**src/rtl/rxa_pkg.sv**
```systemverilog
package rxa_pkg;
    localparam int NFLAGS = 8;
    localparam int B_CPERR = 7;
    localparam int B_LOS   = 6;
    localparam int B_AIS   = 5;
    localparam int B_IDLE  = 4;
    localparam int B_FERF  = 3;
    localparam int B_AIC   = 2;
    localparam int B_OOF   = 1;
    localparam int B_PERR  = 0;
    typedef logic [NFLAGS-1:0] flag_vec_t;
endpackage

```
**src/rtl/rxa_event_gen.sv**
```systemverilog
module rxa_event_gen #(
    parameter int N = 8,
    parameter logic [N-1:0] LEVEL_MASK = '0
) (
    input  logic         clk,
    input  logic         rst_n,
    input  logic [N-1:0] raw,
    input  logic [N-1:0] qual,
    output logic [N-1:0] ev
);
    logic [N-1:0] hit;

    for (genvar i = 0; i < N; i++) begin : g_bit
        if (LEVEL_MASK[i]) begin : g_level
            logic prev_q;
            always_ff @(posedge clk) begin
                if (!rst_n) prev_q <= 1'b0;
                else        prev_q <= raw[i];
            end
            assign hit[i] = raw[i] ^ prev_q;
        end else begin : g_pulse
            assign hit[i] = raw[i];
        end
    end

    assign ev = hit & qual;
endmodule

```
**src/rtl/rxa_flag_bank.sv**
```systemverilog
module rxa_flag_bank #(
    parameter int N = 8,
    parameter logic [N-1:0] RST_VAL = '0
) (
    input  logic         clk,
    input  logic         rst_n,
    input  logic [N-1:0] ev,
    input  logic         clr,
    output logic [N-1:0] flags
);
    logic [N-1:0] flags_d;

    always_comb begin
        flags_d = clr ? '0 : flags;
        flags_d = flags_d | ev;
    end

    always_ff @(posedge clk) begin
        if (!rst_n) flags <= RST_VAL;
        else        flags <= flags_d;
    end
endmodule

```
**src/rtl/rxa_read_port.sv**
```systemverilog
module rxa_read_port #(
    parameter int AW = 8,
    parameter int N  = 8,
    parameter logic [AW-1:0] REG_ADDR = '0
) (
    input  logic          clk,
    input  logic          rst_n,
    input  logic [AW-1:0] addr,
    input  logic          rd_en,
    input  logic [N-1:0]  flags,
    output logic          hit,
    output logic [N-1:0]  rd_data
);
    assign hit = rd_en && (addr == REG_ADDR);

    always_ff @(posedge clk) begin
        if (!rst_n)   rd_data <= '0;
        else if (hit) rd_data <= flags;
        else          rd_data <= '0;
    end
endmodule

```
**src/rtl/rx_alarm_irq_reg.sv**
```systemverilog
module rx_alarm_irq_reg
    import rxa_pkg::*;
#(
    parameter int AW = 8,
    parameter logic [AW-1:0] REG_ADDR = 8'h13,
    parameter logic [NFLAGS-1:0] RST_VAL = 8'h40
) (
    input  logic          clk,
    input  logic          rst_n,
    input  logic [AW-1:0] addr,
    input  logic          rd_en,
    output logic [7:0]    rd_data,
    input  logic          cbit_mode,
    input  logic          cp_err_evt,
    input  logic          p_err_evt,
    input  logic          los_lvl,
    input  logic          ais_lvl,
    input  logic          idle_lvl,
    input  logic          ferf_lvl,
    input  logic          aic_lvl,
    input  logic          oof_lvl,
    input  logic [7:0]    irq_en,
    output logic          irq
);
    localparam flag_vec_t LEVELS = flag_vec_t'((1 << B_LOS) | (1 << B_AIS) | (1 << B_IDLE)
                                             | (1 << B_FERF) | (1 << B_AIC) | (1 << B_OOF));

    flag_vec_t raw_w, qual_w, ev_w, flags_q;
    logic      rd_hit;

    always_comb begin
        raw_w          = '0;
        raw_w[B_CPERR] = cp_err_evt;
        raw_w[B_LOS]   = los_lvl;
        raw_w[B_AIS]   = ais_lvl;
        raw_w[B_IDLE]  = idle_lvl;
        raw_w[B_FERF]  = ferf_lvl;
        raw_w[B_AIC]   = aic_lvl;
        raw_w[B_OOF]   = oof_lvl;
        raw_w[B_PERR]  = p_err_evt;
        qual_w         = '1;
        qual_w[B_CPERR] = cbit_mode;
    end

    rxa_event_gen #(.N(NFLAGS), .LEVEL_MASK(LEVELS)) u_evt (
        .clk(clk), .rst_n(rst_n), .raw(raw_w), .qual(qual_w), .ev(ev_w)
    );

    rxa_flag_bank #(.N(NFLAGS), .RST_VAL(RST_VAL)) u_flags (
        .clk(clk), .rst_n(rst_n), .ev(ev_w), .clr(rd_hit), .flags(flags_q)
    );

    rxa_read_port #(.AW(AW), .N(NFLAGS), .REG_ADDR(REG_ADDR)) u_rd (
        .clk(clk), .rst_n(rst_n), .addr(addr), .rd_en(rd_en),
        .flags(flags_q), .hit(rd_hit), .rd_data(rd_data)
    );

    assign irq = |(flags_q & irq_en);
endmodule

```
**config.mk**
```make
export PLATFORM = sky130hd
export DESIGN_NAME = rx_alarm_irq_reg
export DESIGN_NICKNAME = d
export VERILOG_FILES = /design/src/rtl/rxa_pkg.sv /design/src/rtl/rxa_event_gen.sv /design/src/rtl/rxa_flag_bank.sv /design/src/rtl/rxa_read_port.sv /design/src/rtl/rx_alarm_irq_reg.sv
export SDC_FILE = /design/constraint.sdc
export NUM_CORES = 1
export LEC_CHECK = 0
export ABC_AREA = 0
export BUFFER_PORTS_ARGS = -buffer_cell sky130_fd_sc_hd__clkbuf_2
export CAP_MARGIN = 0
export CORE_UTILIZATION = 39
export DETAILED_ROUTE_END_ITERATION = 10
export PLACE_DENSITY = 0.74
export SLEW_MARGIN = 20
export SYNTH_ARGS = -nofsm -noshare
export SYNTH_HDL_FRONTEND = slang
export SYNTH_SLANG_ARGS = --single-unit
```
**constraint.sdc**
```tcl
create_clock -name clk -period 1.2 [get_ports clk]
set_input_delay 0.18 -clock clk [delete_from_list [all_inputs] [get_ports clk]]
set_output_delay 0.18 -clock clk [all_outputs]
set_load 0.02 [all_outputs]
```
==> metrics <==
startpoint class of the critical path flop; Final Core Density 58.56%; Slew @ Worst Pin 0.4214 ns; Mapped Area 793.3 um2; Ports 37; HPWL Detailed 1.099 mm; routed length per instance between 10 and 15 um; largest net degree at the start of global routing 23; clock share of power about 25%; Post-synth EDFFs 0; clock buffer depth 2; Antenna Diode Count 0; hold endpoint u_evt.g_bit[2].g_level.prev_q; RSZ-0062 raised after global routing true; fin crit period roughly 1.3 ns; Static Leakage about 0.52 nW; Synth Instances 77; Fin Clk Skew around 0.0030 ns; die area 2218 um2; post-route worst setup slack -0.09008 ns; worst endpoint required time between 1 and 1.5 ns; RD Place Congestion about 0.74; global-route wire length before repair 2.401 mm; Final Net Count between 100 and 150; Sw Share a little under a quarter; internal power between 0.0009 and 0.001 W; share of power burned in registers 63.0%; area grow syn2layout 34.38%; Slew Viols, Final 0; # setup viols final 1; CTS clk-pin slew, worst paths 0.11 ns; count of different cell masters after synthesis 21; gr usage total roughly 16%; Vias a little under 700; number of remaining DRC errors 0; Initial DRC Count 13; most common cell after layout, fill and taps aside clkbuf_2; sequential share of the synthesized area between 50% and 60%; Critical path origin u_flags.flags[2]; worst vdd ir between 0.7 and 0.8 mV; WS Path Type flop to output pin; Row Count 15; prevailing post-synth register cell dfxtp_1; max_slew headroom between 70% and 80%; CTS tree yes; failing checks negative setup slack; Final Hold Viols 0; IO Port Bufs 36; initial antenna violation count 0; final period utilization 107.5%; CP Capture Type output pin; GR Overflow Total 0; share of cells above drive strength 1 44.83%; total CTS buffers 3; Die H approximately 47 um; antenna-violating nets left 0; worst hold stages 2; outcome finished with violations; Hold Crit Start aic_lvl; post-placement setup slack -0.1248 ns; most frequent cells in the layout clkbuf_2, dfxtp_1, and3_1; Synth Warn # 0; register bit total from synthesis 22; Fin Hold WS ~0.10 ns; Critical Path AT 1.11 ns; Worst Reg-to-Reg Cells 3; CTS HTree Levels 1; clk sink count 22; Crit Reg-Reg Startpoint u_evt.g_bit[5].g_level.prev_q; PwrDens between 1000 and 1500 nW/um2; core box area roughly 1800 um2; Post-synth ARST share 0%; # Max-Cap Violations 0; switching pwr 0.0002832 W; fmax around 780 MHz; Logic pwr share 12.0%; vias in the first global route roughly 580; Starting Density between 40% and 50%; vias per inst 4.823; total power between 0.001 and 0.0015 W; CP max FO 3; Critical R2R Capture u_flags.flags[5]; clk root buf clkbuf_4; final WL about 1.5 mm; worst reg2reg setup slack 0.39 ns; Worst Hold Class input port to flop; DRT Pass-1 Iters 4; Clock Latency Late Sink ~0.29 ns; syn avg cell area approximately 10 um2; Synth Net Count 105; die width between 40 and 50 um
cells in the mapped netlist (all sizes together) (2+ instances only):
| master | n | area [um2] |
|---|---|---|
| nor2 | 6 | 22.52 |
| clkbuf | 2 | 7.510 |
| a22oi | 4 | 30.03 |
| and2 | 6 | 37.54 |
| dfxtp | 22 | 440.4 |
| and3 | 8 | 50.05 |
| o21ai | 6 | 30.03 |
| xor2 | 5 | 43.79 |
| a21oi | 6 | 30.03 |
final cells by class:
class | count | area [um2]
Fill cell | 181 | 754.5
Sequential cell | 22 | 446.7
Multi-Input combinational cell | 51 | 350.3
Timing Repair Buffer | 39 | 211.5
Tap cell | 25 | 31.28
Clock buffer | 3 | 22.52
Inverter | 1 | 3.754
metal layers:
| metal | share of wire (%) | vias to the layer above | track usage [%] |
|---|---|---|---|
| met5 | 0 | - | 0 |
| met4 | 2.1 | 0 | 9.714 |
| met3 | 5.7 | 4 | 3.846 |
| met2 | 46 | 25 | 25.00 |
| met1 | 46 | 299 | 19.33 |
| li1 | - | 352 | - |
stage by stage:
stage / setup TNS (ns) / instance area [um2] / cells
6_report: -0.09008 / 1066 / 141
4_1_cts: -0.07143 / 1065 / 141
3_3_place_gp: -0.6062 / 1001 / 137
5_1_grt: -0.1225 / 1066 / 141
2_1_floorplan: 0 / 793.3 / 77
3_5_place_dp: -0.9678 / 1001 / 137
how the worst max path moves through the flow:
stage | depth (start not counted) | to | slack, ns
finish | 3 | irq | -0.09
global route | 3 | irq | -0.12
CTS | 3 | irq | -0.07
detailed placement | 4 | u_flags.flags[6] | -0.12
global placement | 4 | u_rd.rd_data[6] | -0.07
floorplan | 4 | u_rd.rd_data[0] | 0.03
power groups by stage:
stage | clock network, W | logic (W) | registers, W
after detailed placement | 0 | 0.000133 | 0.000797
final | 0.000311 | 0.000149 | 0.000786
after global routing | 0.000351 | 0.000169 | 0.000789
after CTS | 0.000321 | 0.000150 | 0.000786
after floorplan | 0 | 0.0000708 | 0.000792
after global placement | 0 | 0.000129 | 0.000797
kinds of logic (layout without fill, tap and decap cells):
logic type      Yosys count  in the layout  synth area share [%]
buf+inv                   4             43                 2.839
flops                    22             22                 55.52
simple gates             26             26                 20.66
xor+xnor                  6              6                 6.625
compound gates           19             19                 14.35
state kept, by name, indices dropped and copies added (netlist names):
name                        flops
u_evt.g_bit.g_level.prev_q      6
u_flags.flags                   8
u_rd.rd_data                    8
critical path, stage by stage, from the launching register on:
cell	delay, ns
dfxtp_2	0.35
a22oi_2	0.16
nand4_1	0.14
clkbuf_8	0.18
repair_timing:
item / CTS / global route
resized for setup: 10 / 1
pin swaps: 1 / 2
setup buffers: 1 / 0
setup endpoints to repair: 1 / 1
gates cloned: 0 / 0
hold buffers: 0 / 0
Note: power is estimated with default switching activity, not from simulation.
